## config.mk

```make
export PLATFORM = sky130hd
export DESIGN_NAME = eth_link_led
export DESIGN_NICKNAME = d
export VERILOG_FILES = /design/src/rtl/eth_led_pkg.sv /design/src/rtl/eth_led_rst_sync.sv /design/src/rtl/eth_led_regs.sv /design/src/rtl/eth_led_link10.sv /design/src/rtl/eth_led_blink.sv /design/src/rtl/eth_link_led.sv
export SDC_FILE = /design/constraint.sdc
export NUM_CORES = 1
export LEC_CHECK = 0
export BUFFER_PORTS_ARGS = -buffer_cell sky130_fd_sc_hd__buf_2
export CORE_UTILIZATION = 50
export CTS_BUF_LIST = sky130_fd_sc_hd__clkbuf_8
export DETAILED_ROUTE_END_ITERATION = 6
export HOLD_SLACK_MARGIN = 0.05
export MAX_ROUTING_LAYER = met4
export PLACE_DENSITY = 0.68
export REMOVE_ABC_BUFFERS = 1
export SKIP_CTS_REPAIR_TIMING = 1
export SYNTH_ARGS = -nofsm -noshare
export SYNTH_HDL_FRONTEND = slang
export SYNTH_HIERARCHICAL = 1
export SYNTH_SLANG_ARGS = --single-unit
export TNS_END_PERCENT = 30
```

## constraint.sdc

```tcl
create_clock -name clk -period 3.6 [get_ports clk]
set_input_delay 0.18 -clock clk [delete_from_list [all_inputs] [get_ports clk]]
set_output_delay 0.18 -clock clk [all_outputs]
set_load 0.02 [all_outputs]
```

## src/rtl/eth_led_pkg.sv

```systemverilog
package eth_led_pkg;
  localparam int ADDR_W = 5;
  localparam int DATA_W = 16;
  localparam logic [ADDR_W-1:0] CTRL_ADDR   = 5'h19;
  localparam logic [ADDR_W-1:0] DIRECT_ADDR = 5'h18;
  localparam int MODE_BIT   = 5;
  localparam int DIR_VAL_BIT = 0;
  localparam int DIR_EN_BIT  = 1;

  typedef enum logic {
    MODE_BLINK  = 1'b0,
    MODE_STEADY = 1'b1
  } led_mode_e;
endpackage

```

## src/rtl/eth_led_rst_sync.sv

```systemverilog
module eth_led_rst_sync #(
  parameter int STAGES = 2
) (
  input  logic clk,
  input  logic rst_n,
  output logic rst_sync_n
);
  logic [STAGES-1:0] sync_q;

  always_ff @(posedge clk or negedge rst_n) begin
    if (!rst_n) sync_q <= '0;
    else        sync_q <= {sync_q[STAGES-2:0], 1'b1};
  end

  assign rst_sync_n = sync_q[STAGES-1];
endmodule

```

## src/rtl/eth_led_regs.sv

```systemverilog
module eth_led_regs
  import eth_led_pkg::*;
(
  input  logic              clk,
  input  logic              rst_n,
  input  logic              wr_i,
  input  logic [ADDR_W-1:0] addr_i,
  input  logic [DATA_W-1:0] wdata_i,
  output led_mode_e         mode_o,
  output logic              ovr_en_o,
  output logic              ovr_val_o
);
  led_mode_e mode_q, mode_n;
  logic      en_q, en_n, val_q, val_n;
  logic      ctrl_we, dir_we;

  always_comb begin
    ctrl_we = wr_i && (addr_i == CTRL_ADDR);
    dir_we  = wr_i && (addr_i == DIRECT_ADDR);
    mode_n  = mode_q;
    en_n    = en_q;
    val_n   = val_q;
    if (ctrl_we) mode_n = led_mode_e'(wdata_i[MODE_BIT]);
    if (dir_we) begin
      en_n  = wdata_i[DIR_EN_BIT];
      val_n = wdata_i[DIR_VAL_BIT];
    end
  end

  always_ff @(posedge clk or negedge rst_n) begin
    if (!rst_n) begin
      mode_q <= MODE_STEADY;
      en_q   <= 1'b0;
      val_q  <= 1'b0;
    end else begin
      if (ctrl_we) mode_q <= mode_n;
      if (dir_we) begin
        en_q  <= en_n;
        val_q <= val_n;
      end
    end
  end

  assign mode_o    = mode_q;
  assign ovr_en_o  = en_q;
  assign ovr_val_o = val_q;
endmodule

```

## src/rtl/eth_led_link10.sv

```systemverilog
module eth_led_link10 #(
  parameter int GAP_MIN = 200000,
  parameter int GAP_MAX = 600000,
  parameter int LOSS    = 2500000,
  parameter int NEED    = 7
) (
  input  logic clk,
  input  logic rst_n,
  input  logic clr_i,
  input  logic nlp_i,
  input  logic pkt_i,
  output logic link_o
);
  localparam int GAP_W  = $clog2(GAP_MAX + 2);
  localparam int LOSS_W = $clog2(LOSS + 1);
  localparam int CNT_W  = $clog2(NEED + 1);
  localparam logic [GAP_W-1:0]  GAP_LO  = GAP_W'(GAP_MIN);
  localparam logic [GAP_W-1:0]  GAP_HI  = GAP_W'(GAP_MAX);
  localparam logic [GAP_W-1:0]  GAP_SAT = GAP_W'(GAP_MAX + 1);
  localparam logic [LOSS_W-1:0] LOSS_END = LOSS_W'(LOSS - 1);
  localparam logic [CNT_W-1:0]  CNT_FULL = CNT_W'(NEED);

  logic [GAP_W-1:0]  gap_q, gap_n;
  logic [LOSS_W-1:0] loss_q, loss_n;
  logic [CNT_W-1:0]  cnt_q, cnt_n;
  logic              link_q, link_n;
  logic              in_win;

  always_comb begin
    gap_n  = gap_q;
    loss_n = loss_q;
    cnt_n  = cnt_q;
    link_n = link_q;
    in_win = (gap_q >= GAP_LO) && (gap_q <= GAP_HI);
    if (clr_i) begin
      gap_n  = '0;
      loss_n = '0;
      cnt_n  = '0;
      link_n = 1'b0;
    end else begin
      if (gap_q != '0 && gap_q != GAP_SAT) gap_n = gap_q + 1'b1;
      if (nlp_i) begin
        gap_n = GAP_W'(1);
        if (in_win) cnt_n = (cnt_q == CNT_FULL) ? CNT_FULL : cnt_q + 1'b1;
        else        cnt_n = CNT_W'(1);
      end
      if (nlp_i || pkt_i) begin
        loss_n = '0;
      end else if (link_q) begin
        if (loss_q == LOSS_END) begin
          link_n = 1'b0;
          loss_n = '0;
          cnt_n  = '0;
        end else begin
          loss_n = loss_q + 1'b1;
        end
      end
      if (pkt_i || (nlp_i && cnt_n == CNT_FULL)) link_n = 1'b1;
    end
  end

  always_ff @(posedge clk or negedge rst_n) begin
    if (!rst_n) begin
      gap_q  <= '0;
      loss_q <= '0;
      cnt_q  <= '0;
      link_q <= 1'b0;
    end else begin
      gap_q  <= gap_n;
      loss_q <= loss_n;
      cnt_q  <= cnt_n;
      link_q <= link_n;
    end
  end

  assign link_o = link_q;
endmodule

```

## src/rtl/eth_led_blink.sv

```systemverilog
module eth_led_blink #(
  parameter int HALF = 1250000
) (
  input  logic clk,
  input  logic rst_n,
  input  logic act_i,
  output logic active_o,
  output logic phase_o
);
  localparam int DIV_W = $clog2(HALF);
  localparam int STR_W = $clog2(2 * HALF + 1);
  localparam logic [DIV_W-1:0] DIV_END  = DIV_W'(HALF - 1);
  localparam logic [STR_W-1:0] STR_LOAD = STR_W'(2 * HALF);

  logic [DIV_W-1:0] div_q, div_n;
  logic [STR_W-1:0] str_q, str_n;
  logic             ph_q, ph_n;
  logic             wrap;

  always_comb begin
    wrap  = (div_q == DIV_END);
    div_n = wrap ? '0 : div_q + 1'b1;
    ph_n  = wrap ? ~ph_q : ph_q;
    if (act_i)             str_n = STR_LOAD;
    else if (str_q != '0)  str_n = str_q - 1'b1;
    else                   str_n = str_q;
  end

  always_ff @(posedge clk or negedge rst_n) begin
    if (!rst_n) begin
      div_q <= '0;
      ph_q  <= 1'b0;
      str_q <= '0;
    end else begin
      div_q <= div_n;
      ph_q  <= ph_n;
      str_q <= str_n;
    end
  end

  assign active_o = (str_q != '0);
  assign phase_o  = ph_q;
endmodule

```

## src/rtl/eth_link_led.sv

```systemverilog
module eth_link_led
  import eth_led_pkg::*;
#(
  parameter int NLP_GAP_MIN = 200000,
  parameter int NLP_GAP_MAX = 600000,
  parameter int LINK_LOSS   = 2500000,
  parameter int NLP_NEED    = 7,
  parameter int BLINK_HALF  = 1250000,
  parameter int SYNC_STAGES = 2
) (
  input  logic              clk,
  input  logic              rst_n,
  input  logic              speed_100,
  input  logic              sig_det,
  input  logic              nlp_pulse,
  input  logic              rx_pkt_ok,
  input  logic              tx_act,
  input  logic              rx_act,
  input  logic              reg_wr,
  input  logic [ADDR_W-1:0] reg_addr,
  input  logic [DATA_W-1:0] reg_wdata,
  input  logic              led_pad_in,
  output logic              led_pad_out,
  output logic              led_pad_oe
);
  logic      rst_sync_n;
  logic      strap_q;
  logic      oe_q;
  logic      sig_q;
  logic      link10, link, active, phase;
  logic      ovr_en, ovr_val;
  led_mode_e mode;
  logic      steady;
  logic      led_on;
  logic      out_q, out_n;

  eth_led_rst_sync #(.STAGES(SYNC_STAGES)) u_rst (
    .clk(clk), .rst_n(rst_n), .rst_sync_n(rst_sync_n)
  );

  eth_led_regs u_regs (
    .clk(clk), .rst_n(rst_sync_n), .wr_i(reg_wr), .addr_i(reg_addr),
    .wdata_i(reg_wdata), .mode_o(mode), .ovr_en_o(ovr_en), .ovr_val_o(ovr_val)
  );

  eth_led_link10 #(
    .GAP_MIN(NLP_GAP_MIN), .GAP_MAX(NLP_GAP_MAX), .LOSS(LINK_LOSS), .NEED(NLP_NEED)
  ) u_link10 (
    .clk(clk), .rst_n(rst_sync_n), .clr_i(speed_100), .nlp_i(nlp_pulse),
    .pkt_i(rx_pkt_ok), .link_o(link10)
  );

  eth_led_blink #(.HALF(BLINK_HALF)) u_blink (
    .clk(clk), .rst_n(rst_sync_n), .act_i(tx_act | rx_act),
    .active_o(active), .phase_o(phase)
  );

  // Strap capture: clock enable is the held reset, no reset on the register.
  always_ff @(posedge clk) begin
    if (!rst_sync_n) strap_q <= led_pad_in;
  end

  always_comb begin
    steady = (mode == MODE_STEADY);
    link   = speed_100 ? sig_q : link10;
    if (ovr_en)      led_on = ovr_val;
    else if (steady) led_on = link;
    else             led_on = link & (~active | phase);
    out_n = led_on ^ strap_q;
  end

  always_ff @(posedge clk or negedge rst_sync_n) begin
    if (!rst_sync_n) begin
      oe_q  <= 1'b0;
      sig_q <= 1'b0;
      out_q <= 1'b0;
    end else begin
      oe_q  <= 1'b1;
      sig_q <= sig_det;
      out_q <= out_n;
    end
  end

  assign led_pad_out = out_q;
  assign led_pad_oe  = oe_q;
endmodule

```

### Yosys cells after proc, flatten, opt, wreduce, memory -nomap -nowiden

Cells that the tools add are included.

| word-level totals | value |
|---|---|
| word-level logic and storage cells | 74 |
| output and inout port bits | 2 |
| flip-flop bits (word level) | 99 |
| input bits | 31 |

| cells by class | value |
|---|---|
| equal/unequal tests | 8 |
| order comparisons | 2 |
| add/subtract/negate cells | 5 |
| reductions and logical operators | 12 |
| bitwise operators | 6 |
| mux-type cells | 26 |

Operators with widths:

| kind | count |
|---|---|
| 2-to-1 mux 22 bit | 6 |
| 2-to-1 mux 20 bit | 3 |
| 2-to-1 mux 3 bit | 8 |
| adder 22 x 1 -> 22 bit, second input constant | 1 |
| equality test 22 bit, second input constant | 1 |
| nonzero test 22 bit | 1 |
| subtractor 22 x 1 -> 22 bit, second input constant | 1 |
| adder 21 x 1 -> 21 bit, second input constant | 1 |
| equality test 21 bit, second input constant | 1 |
| 2-to-1 mux 21 bit | 1 |
| adder 20 x 1 -> 20 bit, second input constant | 1 |
| >= comparator 20 x 18 -> 1 bit, second input constant | 1 |
| <= comparator 20 bit, second input constant | 1 |
| inequality test 20 bit, second input constant | 1 |
| nonzero test 20 bit | 1 |
| equality test 5 bit, second input constant | 2 |
| 2-to-1 mux 1 bit | 8 |
| equality test 3 bit, second input constant | 2 |
| nonzero test 3 bit | 2 |
| logical AND 1 bit | 5 |
| adder 3 x 1 -> 3 bit, second input constant | 1 |
| inequality test 3 bit, second input constant | 1 |
| logical OR 1 bit | 2 |
| NOT 1 bit | 2 |
| 4 further kinds | 5 |

### Depth between registers and ports, before layout

Gate-level depths: netlist of run 1.

| depth | value |
|---|---|
| depth after elaboration | 13 |
| mapped depth | 10 |

### Modules after synthesis

The synthesis of run 1 kept the hierarchy.

By module, submodules not included:

| module | seq. area each (um^2) | cells each | area each (um^2) | times used |
|---|---|---|---|---|
| eth_led_link10 | 1,151.1 | 283 | 2,607.5 | 1 |
| eth_led_blink | 1,101.1 | 217 | 2,198.4 | 1 |
| eth_link_led | 105.1 | 12 | 171.4 | 1 |
| eth_led_regs | 76.3 | 9 | 137.6 | 1 |
| eth_led_rst_sync | 50.0 | 3 | 53.8 | 1 |

### Worst setup path before layout of run 1

Ideal clock, no wire load.

| timing path | value |
|---|---|
| path type | reg2reg |
| start point | register u_rst.sync_q[1] |
| end point | register strap_q (enable) |
| slack | 0.745 ns |
| buffers on the path | 0 |
| data arrival time | 2.505 ns |
| stages on the path, launching flop included | 2 |
| path through | dfrtp_1 inv_1 |

RTL lines:

| element | line | RTL |
|---|---|---|
| start, declared | eth_led_rst_sync.sv:8 | `logic [STAGES-1:0] sync_q;` |
| start signal, assigned | eth_led_rst_sync.sv:12 | `else sync_q <= {sync_q[STAGES-2:0], 1'b1};` |
| end signal, assigned | eth_link_led.sv:60 | `if (!rst_sync_n) strap_q <= led_pad_in;` |
| end, declared | eth_link_led.sv:27 | `logic strap_q;` |

No word-level cell between the ends.

### Worst setup path after layout of run 1

| timing path | value |
|---|---|
| start point | register u_blink.str_q[0] |
| end point | register out_q (netlist: led_pad_out) |

| on the way | value |
|---|---|
| longest elaborated chain between the ends | 7 |

Ends and longest elaborated chain:

| element | line | RTL |
|---|---|---|
| start, declared | eth_led_blink.sv:16 | `logic [STR_W-1:0] str_q, str_n;` |
| start signal, assigned | eth_led_blink.sv:37 | `str_q <= str_n;` |
| nonzero test 22 bit | eth_led_blink.sv:41 | `assign active_o = (str_q != '0);` |
| named net active | eth_link_led.sv:30 | `logic link10, link, active, phase;` |
| NOT 1 bit | eth_link_led.sv:68 | `else led_on = link & (~active \| phase);` |
| bitwise OR 1 bit | eth_link_led.sv:68 |  |
| AND 1 bit | eth_link_led.sv:68 |  |
| 2-to-1 mux 1 bit | eth_link_led.sv:67 | `else if (steady) led_on = link;` |
| 2-to-1 mux 1 bit | eth_link_led.sv:66 | `if (ovr_en) led_on = ovr_val;` |
| bitwise XOR 1 bit | eth_link_led.sv:69 | `out_n = led_on ^ strap_q;` |
| named net out_n | eth_link_led.sv:35 | `logic out_q, out_n;` |
| end signal, assigned | eth_link_led.sv:80 | `out_q <= out_n;` |
| end, declared | eth_link_led.sv:35 |  |

The timed path passes the listed nets, and every way through them passes these cells.
A chain may end at the register's enable or synchronous reset.

==> flow_summary.json, run 1 <==
{
  "status": "finished clean",
  "skew_ps": 10.4,
  "startpoint_type": "flop",
  "fin_setup_tns_ps": 0,
  "path_max_fanout": 13,
  "cts_tree": "built",
  "overflow": 0,
  "die_x_microns": 104,
  "path_class": "reg2reg",
  "clock_latency_ps": 380,
  "antenna_left": 0,
  "relSlewSlack_pct": 33.8,
  "final_cell_count_no_fill": 682,
  "synth-seq-cells": 99,
  "ios": 33,
  "synthDistinctLibCells": 69,
  "p_per_area_nw_per_um2": 355,
  "cts_buffer_depth": 2,
  "cellLeakagePower_nw": 2.35,
  "dp_hpwl_mm": 6.69,
  "fin_util_pct": 56.6,
  "cp.required_ps": 3870,
  "area_growth_pct": 8.42,
  "final_layout_size_suffix_gt1_share_pct": 10.6,
  "grt_max_degree": 69,
  "drcViolationCount": 0,
  "cts_made_buffers": 9,
  "grt_usage_pct": 20.6,
  "gp_congestion": 0.826,
  "max_freq_mhz": 394,
  "first_global_vias": 3818,
  "synth-async-reset-ratio_pct": 99.0,
  "fin_nets": 582,
  "vias_per_cell": 5.71,
  "portBuffers": 19,
  "period_minus_slack_ps": 2540,
  "antenna_found_initial": 0,
  "yosys_warnings": 6,
  "rsz0062_at_grt": "false",
  "hold_viol_final": 0,
  "netlist_area_sq_um": 5170,
  "wl_per_cell_microns": 14.6,
  "netlist_top_cells_count": "dfrtp_1, nor2_1, xor2_1",
  "routed_wirelength_mm": 9.93,
  "start_util_pct": 52.2,
  "dp.cells": 661,
  "yosysMostFrequentCell": "dfrtp_1",
  "synth_edf_count": 1,
  "peakVddDrop_mv": 0.326,
  "synth_area_leaders": "dfrtp_1, xor2_1, nor2_1",
  "grt_pass1_wl_mm": 17.5,
  "ys_seq_area_share_pct": 48.1,
  "worst_pin_slew_ps": 988,
  "critical_path_arrival_ps": 2810,
  "post-synth-top-area-fraction_pct": 47.0,
  "vias": 3893,
  "initialDrtViolationCount": 124,
  "yosysTopAreaCell": "dfrtp_1",
  "dr.pass1.iters": 5,
  "end_kind": "flop",
  "diodes": 0,
  "fp.dieArea_sq_um": 10700,
  "ys.flop_type": "dfrtp_1",
  "h-tree-depth": 3,
  "core_area_sq_um": 9910,
  "clk_pin_slew_worst_paths_ps": 100,
  "min_path_type": "in2reg",
  "drv_slew": 0,
  "row_count": 36,
  "fp.dieH_microns": 104,
  "syn_inst": 524,
  "nFillCells": 901,
  "cts-root-buf": "clkbuf_8",
  "avgSynthCellArea_sq_um": 9.86,
  "clkSinkCount": 99,
  "maxCapViolations": 0,
  "min_period_over_period_pct": 70.5,
  "finalSetupViolations": 0
}
[layout make-up]
cell class	count	area, sq um	share of cell area [%]
inverter	15	56.3	1.00
timing repair buffer	26	160	2.86
multi-input combinational	393	2540	45.4
clock inverter	5	37.5	0.670
tap	133	166	2.97
clock buffer	11	151	2.70
sequential	99	2490	44.4
[layer usage]
metal	vias up	wire, microns	GRT usage [%]
li1	1924	-	-
met5	-	0	-
met1	1917	4900	26.5
met2	44	4630	32.3
met3	8	292	5.54
met4	0	102	5.82
[worst paths after layout]
kind	startpoint	to	slack [ps]	cells after the start
max reg2reg	u_blink/str_q[0]	led_pad_out	1060	8
min in group asynchronous	rst_n	u_rst/sync_q[1]	90	2
min reg2reg	u_rst/sync_q[0]	u_rst/sync_q[1]	370	0
max in group asynchronous	u_rst/sync_q[1]	u_link10/gap_q[13]	2220	1
max	u_blink/str_q[0]	led_pad_out	1060	8
min	rx_pkt_ok	u_link10/loss_q[4]	60	2
[worst max-delay path, stage by stage, from the launching register on]
cell	delay, ps
dfrtp_1	420
inv_1	70
ha_1	160
nor4b_1	340
nand4_1	530
or2_0	470
or4b_4	240
o211ai_2	80
xnor2_1	130
[cells by family after synthesis]
| group | after synthesis | synth area share (%) |
|---|---|---|
| xor gates and xnor gates | 58 | 9.83 |
| buffers and inverters | 32 | 2.71 |
| AOI/OAI and AO/OA | 72 | 9.59 |
| muxes | 8 | 1.69 |
| adders and majority gates | 7 | 1.69 |
| DFF | 99 | 48.1 |
| and+or+nand+nor | 246 | 26.3 |
| other | 2 | 0.145 |
[sequential cells by signal (all words and copies together) (netlist names)]
register,count
u_blink/div_q,21
led_pad_out,1
u_blink/phase_o,1
strap_q,1
u_regs/ovr_val_o,1
u_link10/loss_q,22
u_link10/gap_q,20
u_link10/cnt_q,3
u_blink/str_q,22
u_regs/ovr_en_o,1
sig_q,1
led_pad_oe,1
u_link10/link_o,1
u_regs/mode_o,1
u_rst/sync_q,2
[report_power, final]
group | internal [mW] | switching, mW | leakage (nW)
clock | 0.292 | 0.402 | 0.0973
sequential | 1.14 | 0.0358 | 1.30
combinational | 0.0563 | 0.0667 | 0.946
[cells in the final DEF (no fill, tap or decap), types with 14 or more instances in the layout]
master   count
nor2_1      67
xor2_1      43
nand3_1     23
nand2_1     29
nand4_1     18
nor4_1      16
buf_2       19
nor3_1      18
a21oi_1     16
dfrtp_1     96
or3_1       14
xnor2_1     15
inv_1       16
o21ai_0     17
[through the flow]
stage	hold WS [ps]	setup slack [ps]	total power, mW	area (sq um)
after CTS	-462	1100	2.01	5550
after global placement	-35.0	1120	1.31	5370
after global routing	50.4	876	2.07	5600
final	59.7	1060	1.99	5600
after detailed placement	-33.9	1130	1.32	5370
after floorplan	-116	650	1.27	5080
(Power assumes the default switching activity.)
==> run 2: changes to the inputs <==
--- a/config.mk
+++ b/config.mk
@@ -5,13 +5,14 @@
 export SDC_FILE = /design/constraint.sdc
 export NUM_CORES = 1
 export LEC_CHECK = 0
+export ABC_AREA = 1
 export BUFFER_PORTS_ARGS = -buffer_cell sky130_fd_sc_hd__buf_2
 export CORE_UTILIZATION = 50
 export CTS_BUF_LIST = sky130_fd_sc_hd__clkbuf_8
 export DETAILED_ROUTE_END_ITERATION = 6
 export HOLD_SLACK_MARGIN = 0.05
 export MAX_ROUTING_LAYER = met4
-export PLACE_DENSITY = 0.68
+export PLACE_DENSITY = 0.67
 export REMOVE_ABC_BUFFERS = 1
 export SKIP_CTS_REPAIR_TIMING = 1
 export SYNTH_ARGS = -nofsm -noshare
==> constraint.sdc (replaced) <==
create_clock -name clk -period 2.66 [get_ports clk]
set_input_delay 0.133 -clock clk [delete_from_list [all_inputs] [get_ports clk]]
set_output_delay 0.133 -clock clk [all_outputs]
set_load 0.02 [all_outputs]
==> flow_summary.json, run 2 <==
{
  "antenna_left": 0,
  "status": "finished clean",
  "grt_max_degree": 39,
  "post-synth-top-area-fraction_pct": 41.7,
  "synth_area_leaders": "dfrtp_1, nand2_1, nor2_1",
  "cts_tree": "built",
  "clock_latency_ps": 380,
  "avgSynthCellArea_sq_um": 7.47,
  "dp_hpwl_mm": 9.37,
  "power_mw": 2.80,
  "fin_util_pct": 56.0,
  "cp_slowest_cell": "dfrtp_1",
  "rsz0062_at_grt": "false",
  "maxUsedRoutingLayer": "met4",
  "synthDistinctLibCells": 51,
  "cts_buffer_depth": 2,
  "drv_slew": 0,
  "drcViolationCount": 0,
  "startpoint_type": "flop",
  "clk_pin_slew_worst_paths_ps": 100,
  "critical_path_arrival_ps": 2190,
  "overflow": 0,
  "die_x_microns": 110,
  "max_freq_mhz": 523,
  "rr_worst_depth": 10,
  "row_count": 39,
  "fp.dieArea_sq_um": 12100,
  "min_path_type": "in2reg",
  "relSlewSlack_pct": 63.6,
  "netlist_top_cells_count": "nand2_1, nor2_1, inv_1",
  "hold_viol_final": 0,
  "start_util_pct": 51.2,
  "wl_per_cell_microns": 13.2,
  "cts_made_buffers": 9,
  "final_common_cell": "nand2_1",
  "ys_seq_area_share_pct": 42.7,
  "p_per_area_nw_per_um2": 439,
  "cellLeakagePower_nw": 2.97,
  "r2r-end": "u_link10/loss_q[20]",
  "gp_congestion": 0.879,
  "period_minus_slack_ps": 1910,
  "yosysTopAreaCell": "dfrtp_1",
  "peakVddDrop_mv": 0.417,
  "ios": 33,
  "vias": 5118,
  "h-tree-depth": 3,
  "dr.pass1.iters": 5,
  "initialDrtViolationCount": 355,
  "grt_pass1_wl_mm": 21.4,
  "end_kind": "flop",
  "cp.required_ps": 2940,
  "register_area_sq_um": 2490,
  "synth-async-reset-ratio_pct": 99.0,
  "first_global_vias": 4845,
  "clkSinkCount": 99,
  "fp.dieH_microns": 110,
  "rr_startpoint": "u_link10/loss_q[1]",
  "crit_end": "u_link10/loss_q[20]",
  "cts-root-buf": "clkbuf_8",
  "wl_met2_mm": 6.20,
  "yosys_warnings": 6,
  "ys.flop_type": "dfrtp_1",
  "path_class": "reg2reg",
  "vias_per_cell": 5.33,
  "portBuffers": 19,
  "path_cells": "ha_1 > nand2_1 > nor2_4 > nand4_1 > nor3_2 > nand2_1 > nor3_2 > a21oi_1 > a21oi_1 > nor2_1",
  "synth-seq-cells": 99,
  "area_growth_pct": 9.35,
  "fin_nets": 851,
  "finalSetupViolations": 0,
  "met1Wirelength_mm": 5.94,
  "skew_ps": 4.65,
  "final_cell_mix": "nand2_1, nor2_1, inv_1",
  "hold_slack_ps": 44.3,
  "diodes": 0,
  "worst_pin_slew_ps": 545,
  "synth_edf_count": 1,
  "multi_input_area_sq_um": 2860,
  "netlist_area_sq_um": 5820,
  "nFillCells": 1087,
  "syn_inst": 779,
  "path_max_fanout": 4,
  "routed_wirelength_mm": 12.7,
  "core_area_sq_um": 11400,
  "final_layout_size_suffix_gt1_share_pct": 12.5,
  "crit_start": "u_link10/loss_q[1]",
  "yosysMostFrequentCell": "nand2_1",
  "grt_usage_pct": 23.4,
  "route.met3.wl_microns": 420,
  "antenna_found_initial": 0,
  "reg_top3": "u_blink/str_q: 22 flops, u_link10/loss_q: 22 flops, u_blink/div_q: 21 flops",
  "ff2ff_setup_slack_ps": 750,
  "max_stage_delay_ps": 390,
  "maxCapViolations": 0,
  "min_period_over_period_pct": 71.8
}
-- run 2: changes by cell type after synthesis, moves of 15 or more --
cell | before | now
nor2_1 | 67 | 123
nand3_1 | 23 | 81
inv_1 | 15 | 103
nor2_2 | 0 | 15
a21oi_1 | 16 | 36
nand2_1 | 29 | 145
xor2_1 | 43 | 12
-- run 2: metrics by stage --
step / cell area (sq um) / cells / setup slack [ps] / setup TNS, ps
after floorplan: 5780 / 771 / -290 / -27740
after global placement: 6080 / 937 / 814 / 0
after CTS: 6280 / 953 / 747 / 0
after global routing: 6360 / 961 / 598 / 0
after detailed placement: 6080 / 937 / 754 / 0
final: 6360 / 961 / 750 / 0
-- run 2: area by class of cell --
class,count,share of cell area [%]
multi-input combinational,557,44.9
timing repair buffer,31,3.22
sequential,99,39.1
clock inverter,6,1.00
inverter,115,6.78
tap,143,2.81
clock buffer,10,2.16
-- run 2: layer usage --
metal	vias up	global-route usage, %
li1	2595	-
met1	2426	28.5
met2	85	38.5
met3	12	5.81
met4	0	6.57
met5	-	-
-- run 2: kinds of logic after synthesis --
group	count (synthesis)	share of synthesized area (%)
other	2	0.129
adders and majority gates	7	1.50
AOI/OAI and AO/OA	88	8.99
and+or+nand+nor	445	36.3
DFF	99	42.7
xor gates and xnor gates	15	2.26
buffers and inverters	123	8.19
-- run 2: worst min path at each step --
stage | startpoint | to | depth (start not counted)
finish | reg_addr[0] | u_regs/ovr_val_o | 4
global route | speed_100 | u_link10/cnt_q[1] | 2
CTS | rst_n | u_rst/sync_q[1] | 1
detailed placement | rst_n | u_rst/sync_q[1] | 1
global placement | rst_n | u_rst/sync_q[0] | 1
floorplan | rst_n | u_rst/sync_q[0] | 0
-- run 2: critical path: cells and delay by family (launching register included) --
family          cells  cell delay, ps
flops               1             390
fa+ha+maj           1             170
simple gates        7            1050
compound gates      2             200
-- run 2: power by group --
group | internal, mW | switching (mW)
combinational | 0.0745 | 0.145
sequential | 1.54 | 0.0327
clock | 0.460 | 0.546
